**config.mk**
```make
export PLATFORM = sky130hd
export DESIGN_NAME = dma_strobe_seq
export DESIGN_NICKNAME = d
export VERILOG_FILES = /design/src/rtl/dss_pkg.sv /design/src/rtl/dss_sync.sv /design/src/rtl/dss_timer.sv /design/src/rtl/dss_fsm.sv /design/src/rtl/dma_strobe_seq.sv
export SDC_FILE = /design/constraint.sdc
export NUM_CORES = 1
export LEC_CHECK = 0
export BUFFER_PORTS_ARGS = -buffer_cell sky130_fd_sc_hd__buf_2
export CAP_MARGIN = 5
export CORE_AREA = 3 3 42 44
export CTS_CLUSTER_SIZE = 24
export DETAILED_ROUTE_END_ITERATION = 6
export DIE_AREA = 0 0 45 47
export GPL_TIMING_DRIVEN = 1
export HOLD_SLACK_MARGIN = 0.05
export PLACE_DENSITY = 0.89
export SYNTH_ARGS = -nofsm -noshare
export SYNTH_HDL_FRONTEND = slang
export SYNTH_SLANG_ARGS = --single-unit
```
**constraint.sdc**
```tcl
create_clock -name clk -period 2.05 [get_ports clk]
set_input_delay 0.3075 -clock clk [delete_from_list [all_inputs] [get_ports clk]]
set_output_delay 0.3075 -clock clk [all_outputs]
set_load 0.02 [all_outputs]
```
**src/rtl/dss_pkg.sv**
```systemverilog
package dss_pkg;
  typedef enum logic [2:0] {
    ST_IDLE,
    ST_RD_ACC,
    ST_RD_PASS,
    ST_WR_WAIT,
    ST_WR_REL,
    ST_WR_HOLD,
    ST_RECOV
  } dss_state_t;
endpackage

```
**src/rtl/dss_sync.sv**
```systemverilog
module dss_sync #(
  parameter int W      = 1,
  parameter int STAGES = 2
) (
  input  logic         clk,
  input  logic         rst_n,
  input  logic [W-1:0] d,
  output logic [W-1:0] q
);
  logic [W-1:0] stg [STAGES];

  always_ff @(posedge clk or negedge rst_n) begin
    if (!rst_n) stg[0] <= '1;
    else        stg[0] <= d;
  end

  for (genvar i = 1; i < STAGES; i++) begin : g_stage
    always_ff @(posedge clk or negedge rst_n) begin
      if (!rst_n) stg[i] <= '1;
      else        stg[i] <= stg[i-1];
    end
  end

  assign q = stg[STAGES-1];
endmodule

```
**src/rtl/dss_timer.sv**
```systemverilog
module dss_timer #(
  parameter int CW = 4
) (
  input  logic          clk,
  input  logic          rst_n,
  input  logic          load,
  input  logic [CW-1:0] load_val,
  input  logic          en,
  output logic          zero
);
  logic [CW-1:0] cnt_q;
  logic [CW-1:0] cnt_d;

  always_comb begin
    cnt_d = cnt_q;
    if (load)                   cnt_d = load_val;
    else if (en && cnt_q != '0) cnt_d = cnt_q - 1'b1;
  end

  always_ff @(posedge clk or negedge rst_n) begin
    if (!rst_n) cnt_q <= '0;
    else        cnt_q <= cnt_d;
  end

  assign zero = (cnt_q == '0);
endmodule

```
**src/rtl/dss_fsm.sv**
```systemverilog
module dss_fsm
  import dss_pkg::*;
#(
  parameter int ACCESS_CYC = 10,
  parameter int RECOV_CYC  = 10
) (
  input  logic clk,
  input  logic rst_n,
  input  logic ack_n_s,
  input  logic dir_s,
  input  logic uds_n_s,
  input  logic lds_n_s,
  output logic rd_n,
  output logic wr_n,
  output logic gate,
  output logic rdy
);
  localparam int MAXC = (ACCESS_CYC > RECOV_CYC) ? ACCESS_CYC : RECOV_CYC;
  localparam int CW   = $clog2(MAXC + 1);
  localparam logic [CW-1:0] ACC_LOAD = CW'(ACCESS_CYC - 1);
  localparam logic [CW-1:0] REC_LOAD = CW'(RECOV_CYC - 1);

  dss_state_t state_q, state_d;
  logic       t_load, t_en, t_zero;
  logic [CW-1:0] t_val;
  logic       strb_any, strb_none;

  assign strb_any  = !(uds_n_s && lds_n_s);
  assign strb_none = uds_n_s && lds_n_s;

  always_comb begin
    state_d = state_q;
    unique case (state_q)
      ST_IDLE:    if (!ack_n_s) state_d = dir_s ? ST_WR_WAIT : ST_RD_ACC;
      ST_RD_ACC:  if (ack_n_s) state_d = ST_RECOV;
                  else if (t_zero) state_d = ST_RD_PASS;
      ST_RD_PASS: if (ack_n_s) state_d = ST_RECOV;
      ST_WR_WAIT: if (ack_n_s) state_d = ST_RECOV;
                  else if (strb_any) state_d = ST_WR_REL;
      ST_WR_REL:  if (ack_n_s) state_d = ST_RECOV;
                  else if (strb_none) state_d = ST_WR_HOLD;
      ST_WR_HOLD: if (ack_n_s) state_d = ST_RECOV;
      ST_RECOV:   if (t_zero) state_d = ST_IDLE;
      default:    state_d = ST_IDLE;
    endcase
  end

  always_ff @(posedge clk or negedge rst_n) begin
    if (!rst_n) state_q <= ST_IDLE;
    else        state_q <= state_d;
  end

  assign t_load = (state_d != state_q) &&
                  (state_d == ST_RD_ACC || state_d == ST_RECOV);
  assign t_val  = (state_d == ST_RD_ACC) ? ACC_LOAD : REC_LOAD;
  assign t_en   = (state_q == ST_RD_ACC) || (state_q == ST_RECOV);

  dss_timer #(.CW(CW)) u_timer (
    .clk      (clk),
    .rst_n    (rst_n),
    .load     (t_load),
    .load_val (t_val),
    .en       (t_en),
    .zero     (t_zero)
  );

  assign rd_n = !(state_q == ST_RD_ACC || state_q == ST_RD_PASS);
  assign wr_n = !(state_q == ST_WR_WAIT || state_q == ST_WR_REL);
  assign gate = (state_q == ST_RD_PASS) || (state_q == ST_WR_WAIT) ||
                (state_q == ST_WR_REL)  || (state_q == ST_WR_HOLD);
  assign rdy  = (state_q != ST_RECOV);
endmodule

```
**src/rtl/dma_strobe_seq.sv**
```systemverilog
module dma_strobe_seq #(
  parameter int ACCESS_CYC  = 10,
  parameter int RECOV_CYC   = 10,
  parameter int SYNC_STAGES = 2
) (
  input  logic clk,
  input  logic rst_n,
  input  logic ack0_n,
  input  logic ack1_n,
  input  logic dir_to_per,
  input  logic uds_n,
  input  logic lds_n,
  output logic per_rd_n,
  output logic per_wr_n,
  output logic ds_gate,
  output logic bus_uds_n,
  output logic bus_lds_n,
  output logic ready
);
  logic [4:0] raw, syn;

  assign raw = {ack0_n, ack1_n, dir_to_per, uds_n, lds_n};

  dss_sync #(.W(5), .STAGES(SYNC_STAGES)) u_sync (
    .clk   (clk),
    .rst_n (rst_n),
    .d     (raw),
    .q     (syn)
  );

  dss_fsm #(.ACCESS_CYC(ACCESS_CYC), .RECOV_CYC(RECOV_CYC)) u_fsm (
    .clk     (clk),
    .rst_n   (rst_n),
    .ack_n_s (syn[4] & syn[3]),
    .dir_s   (syn[2]),
    .uds_n_s (syn[1]),
    .lds_n_s (syn[0]),
    .rd_n    (per_rd_n),
    .wr_n    (per_wr_n),
    .gate    (ds_gate),
    .rdy     (ready)
  );

  assign bus_uds_n = uds_n | ~ds_gate;
  assign bus_lds_n = lds_n | ~ds_gate;
endmodule

```
==> run_results.csv <==
group,metric,value,unit
run_status,outcome,"completed",
min_path,hp-start,"dir_to_per",
logic_synthesis,seq_area_frac_synth,54.77,%
floorplan,start_util,54.34,%
sta,slew_headroom,68.21,%
logic_synthesis,synth_edf_count,0,
logic_synthesis,async_reset_ff_share,100.0,%
critical_path,r2r-end,"u_fsm.u_timer.cnt_q[1]$_DFFE_PN0P_",
sta,post-route-period-util,86.05,%
final_layout,n_antenna_cell,0,
min_path,hold_path_class,"input port to flip-flop",
global_route,grt_max_degree,18,
pwr,swShare,43.31,%
routing,drt-total-wl,1241,um
clock_tree,cts_tree,"done",
logic_synthesis,ys_ff_latch,17,
final_layout,nets,94,
clock_tree,clock_latency,270,ps
critical_path,crit_path_start,"u_fsm.state_q[1]$_DFF_PN0_",
clock_tree,numCtsBuffers,3,
logic_synthesis,synth_most_common_cell,"dfstp_2",
critical_path,cp.arrival,1460,ps
global_route,grt_first_pass_wirelength,2173,um
clock_tree,clock_path_buffers,2,
logic_synthesis,yosysUniqueCellTypes,34,
critical_path,endpoint_kind,"output pin",
pwr,cellLeakagePower,0.3809,nW
critical_path,crit_path_max_fanout,17,
clock_tree,cts_root_buf,"clkbuf_4",
final_layout,regArea,437.9,sq um
routing,ant_nets,0,
global_route,gr-total-overflow,0,
critical_path,start_kind,"flip-flop",
final_layout,layout-drive-gt1-share,34.12,%
sta,tns,0,ps
global_route,grt_pass1_vias,481,
place,port_buffers,12,
pwr,pwr-share-comb,46.6,%
logic_synthesis,avgSynthCellArea,11.10,sq um
logic_synthesis,netlist_instances,72,
global_route,use_met2,22.32,%
global_route,grt_use_met1,19.80,%
pwr,p_sw,0.5863,mW
clock_tree,path_clk_slew,90,ps
final_layout,n_fill_cell,128,
pwr,ir_drop,702.8,uV
critical_path,reg2regPathDepth,4,
floorplan,coreArea,0.001471,sq mm
sta,post-route-min-period,1764,ps
pwr,p_int,0.7674,mW
sta,tightest_slew,476.8,ps
final_layout,multi_input_area,330.3,sq um
critical_path,cp.required,1740,ps
logic_synthesis,ys_warn_count,0,
routing,vias,558,
global_route,grt_use_met3,2.299,%
global_route,track_usage,14.17,%
critical_path,critical_path_class,"flip-flop to output pin",
logic_synthesis,yosysTopAreaCellShare,32.86,%
sta,finalHoldViolations,0,
logic_synthesis,yosys.area.top_type,"dfstp_2",
routing,drt-initial-drc-count,11,
floorplan,placementRows,14,
global_route,antenna_found_initial,0,
global_route,busiest_layer,"met2",
clock_tree,clock_sinks,17,
sta,slew_violations,0,
floorplan,ioPinCount,13,
logic_synthesis,synth_area,799.5,sq um
sta,finalSetupViolCount,0,
critical_path,r2r_setup_slack,440,ps
floorplan,die_h,47,um
logic_synthesis,synth.area.top_cells,"dfstp_2 33%, dfrtp_1 22%, nand2_1 2.8%, a21oi_1 2.5%, nand2b_1 2.3%",
place,place_congestion,0.7893,
routing,drc,0,
sta,hold-worst-slack,121.7,ps
sta,clock-skew-final,1.113,ps
critical_path,cp-endpoint,"bus_lds_n",
logic_synthesis,synth_fp_nets,80,
final_layout,area_growth,11.58,%
critical_path,regToRegStartpoint,"u_fsm.state_q[1]$_DFF_PN0_",
floorplan,dieArea,0.002115,sq mm
clock_tree,h-tree-depth,1,
clock_tree,post_cts_buffers,0,
pwr,power_density,1517,mW/mm^2
pwr,power.share.sequential,41.3,%
run,cap_violations,0,
logic_synthesis,synth_common_cells,"10 x dfstp_2, 7 x dfrtp_1, 6 x nand2_1",
routing,vias_per_cell,5.525,
routing,first_pass_iters,4,
sta,rsz0062_at_grt,"false",
place,hpwlAfterDp,954.9,um
sta,fmax,0.5669,GHz
routing,wl_per_cell,12.29,um
floorplan,die_x,45,um
pwr,power_frac_clock,12.1,%
logic_synthesis,synth_ff_type,"dfstp_2",
-- power by group through the flow --
stage | Sequential (mW) | Combinational (mW) | Clock, mW
floorplan | 0.470 | 0.588 | 0
global placement | 0.554 | 0.608 | 0
detailed placement | 0.562 | 0.633 | 0
CTS | 0.556 | 0.637 | 0.173
global route | 0.582 | 0.689 | 0.190
finish | 0.559 | 0.630 | 0.164
-- worst min path at each step --
stage | to | slack [ps] | cells after the start
after floorplan | u_fsm.state_q[0]$_DFF_PN0_ | 10 | 0
after global placement | u_fsm.u_timer.cnt_q[3]$_DFFE_PN0P_ | 230 | 1
after detailed placement | u_fsm.u_timer.cnt_q[3]$_DFFE_PN0P_ | 240 | 1
after CTS | u_sync.stg[7]$_DFF_PN1_ | 110 | 1
after global routing | u_sync.stg[9]$_DFF_PN1_ | 100 | 1
final | u_sync.stg[7]$_DFF_PN1_ | 120 | 1
-- cell type report --
type                            instances  area share (%)
Sequential cell                        17           49.09
Timing Repair Buffer                   13           7.854
Multi-Input combinational cell         49           37.03
Inverter                                2          0.8415
Tap cell                               16           2.244
Clock buffer                            4           2.945
-- stage by stage --
| step | total power [mW] | util, % | instances | setup slack (ps) | instance area, sq um |
|---|---|---|---|---|---|
| floorplan | 1.058 | - | 72 | 571.4 | 799.5 |
| CTS | 1.366 | 60.63 | 101 | 280.2 | 892.1 |
| global route | 1.461 | 60.63 | 101 | 126.4 | 892.1 |
| detailed placement | 1.196 | 58.16 | 96 | 449.4 | 855.8 |
| global placement | 1.162 | 58.16 | 96 | 505.2 | 855.8 |
| finish | 1.354 | 60.63 | 101 | 285.9 | 892.1 |
-- critical path, cell delays in order (launching register included) --
cell,delay [ps]
dfrtp_1,650
xor2_1,290
nand2b_1,80
buf_2,160
-- sequential cells by signal, indices dropped and copies added (netlist names) --
signal and count:
u_fsm.state_q 3, u_sync.stg 5, u_fsm.u_timer.cnt_q 4, u_sync.q 5
-- what timing repair did --
item / CTS / global route
gates resized for setup: 0 / 0
hold buffers: 1 / 0
hold endpoints to repair: 7 / 0
-- cells in the final DEF (no fill, tap or decap) --
cell type       n
a211oi_2        1
a21o_1          2
a21oi_1         4
a21oi_4         1
a22oi_1         1
a31oi_1         1
a32oi_1         1
and3_1          1
buf_2          12
clkbuf_1        1
clkbuf_4        3
dfrtp_1         7
dfstp_2        10
dlygate4sd3_1   1
ha_1            1
inv_1           2
mux2i_1         1
nand2_1         6
nand2b_1        3
nand3_1         1
nand3b_1        2
nor2_1          4
nor2b_1         1
nor3_1          2
nor3b_1         1
nor3b_2         1
o21ai_0         3
o21ai_1         1
o22a_1          1
o22ai_1         2
o2bb2ai_1       1
or2_1           1
or3b_4          1
xnor2_1         2
xor2_1          2
-- routing by layer --
metal,up-vias,routed length (um)
met5,-,0
met1,272,591
li1,278,-
met4,0,9
met3,2,34
met2,6,606
-- kinds of logic (layout without fill, tap and decap cells) --
| family | after synthesis | count (layout) | share of synthesized area (%) |
|---|---|---|---|
| xor+xnor | 4 | 4 | 4.383 |
| flops | 17 | 17 | 54.77 |
| buf+inv | 6 | 19 | 3.912 |
| compound gates | 19 | 19 | 17.06 |
| mux | 1 | 1 | 1.252 |
| fa+ha+maj | 1 | 1 | 1.565 |
| simple gates | 24 | 24 | 17.06 |
Note: power is estimated with default switching activity, not from simulation.
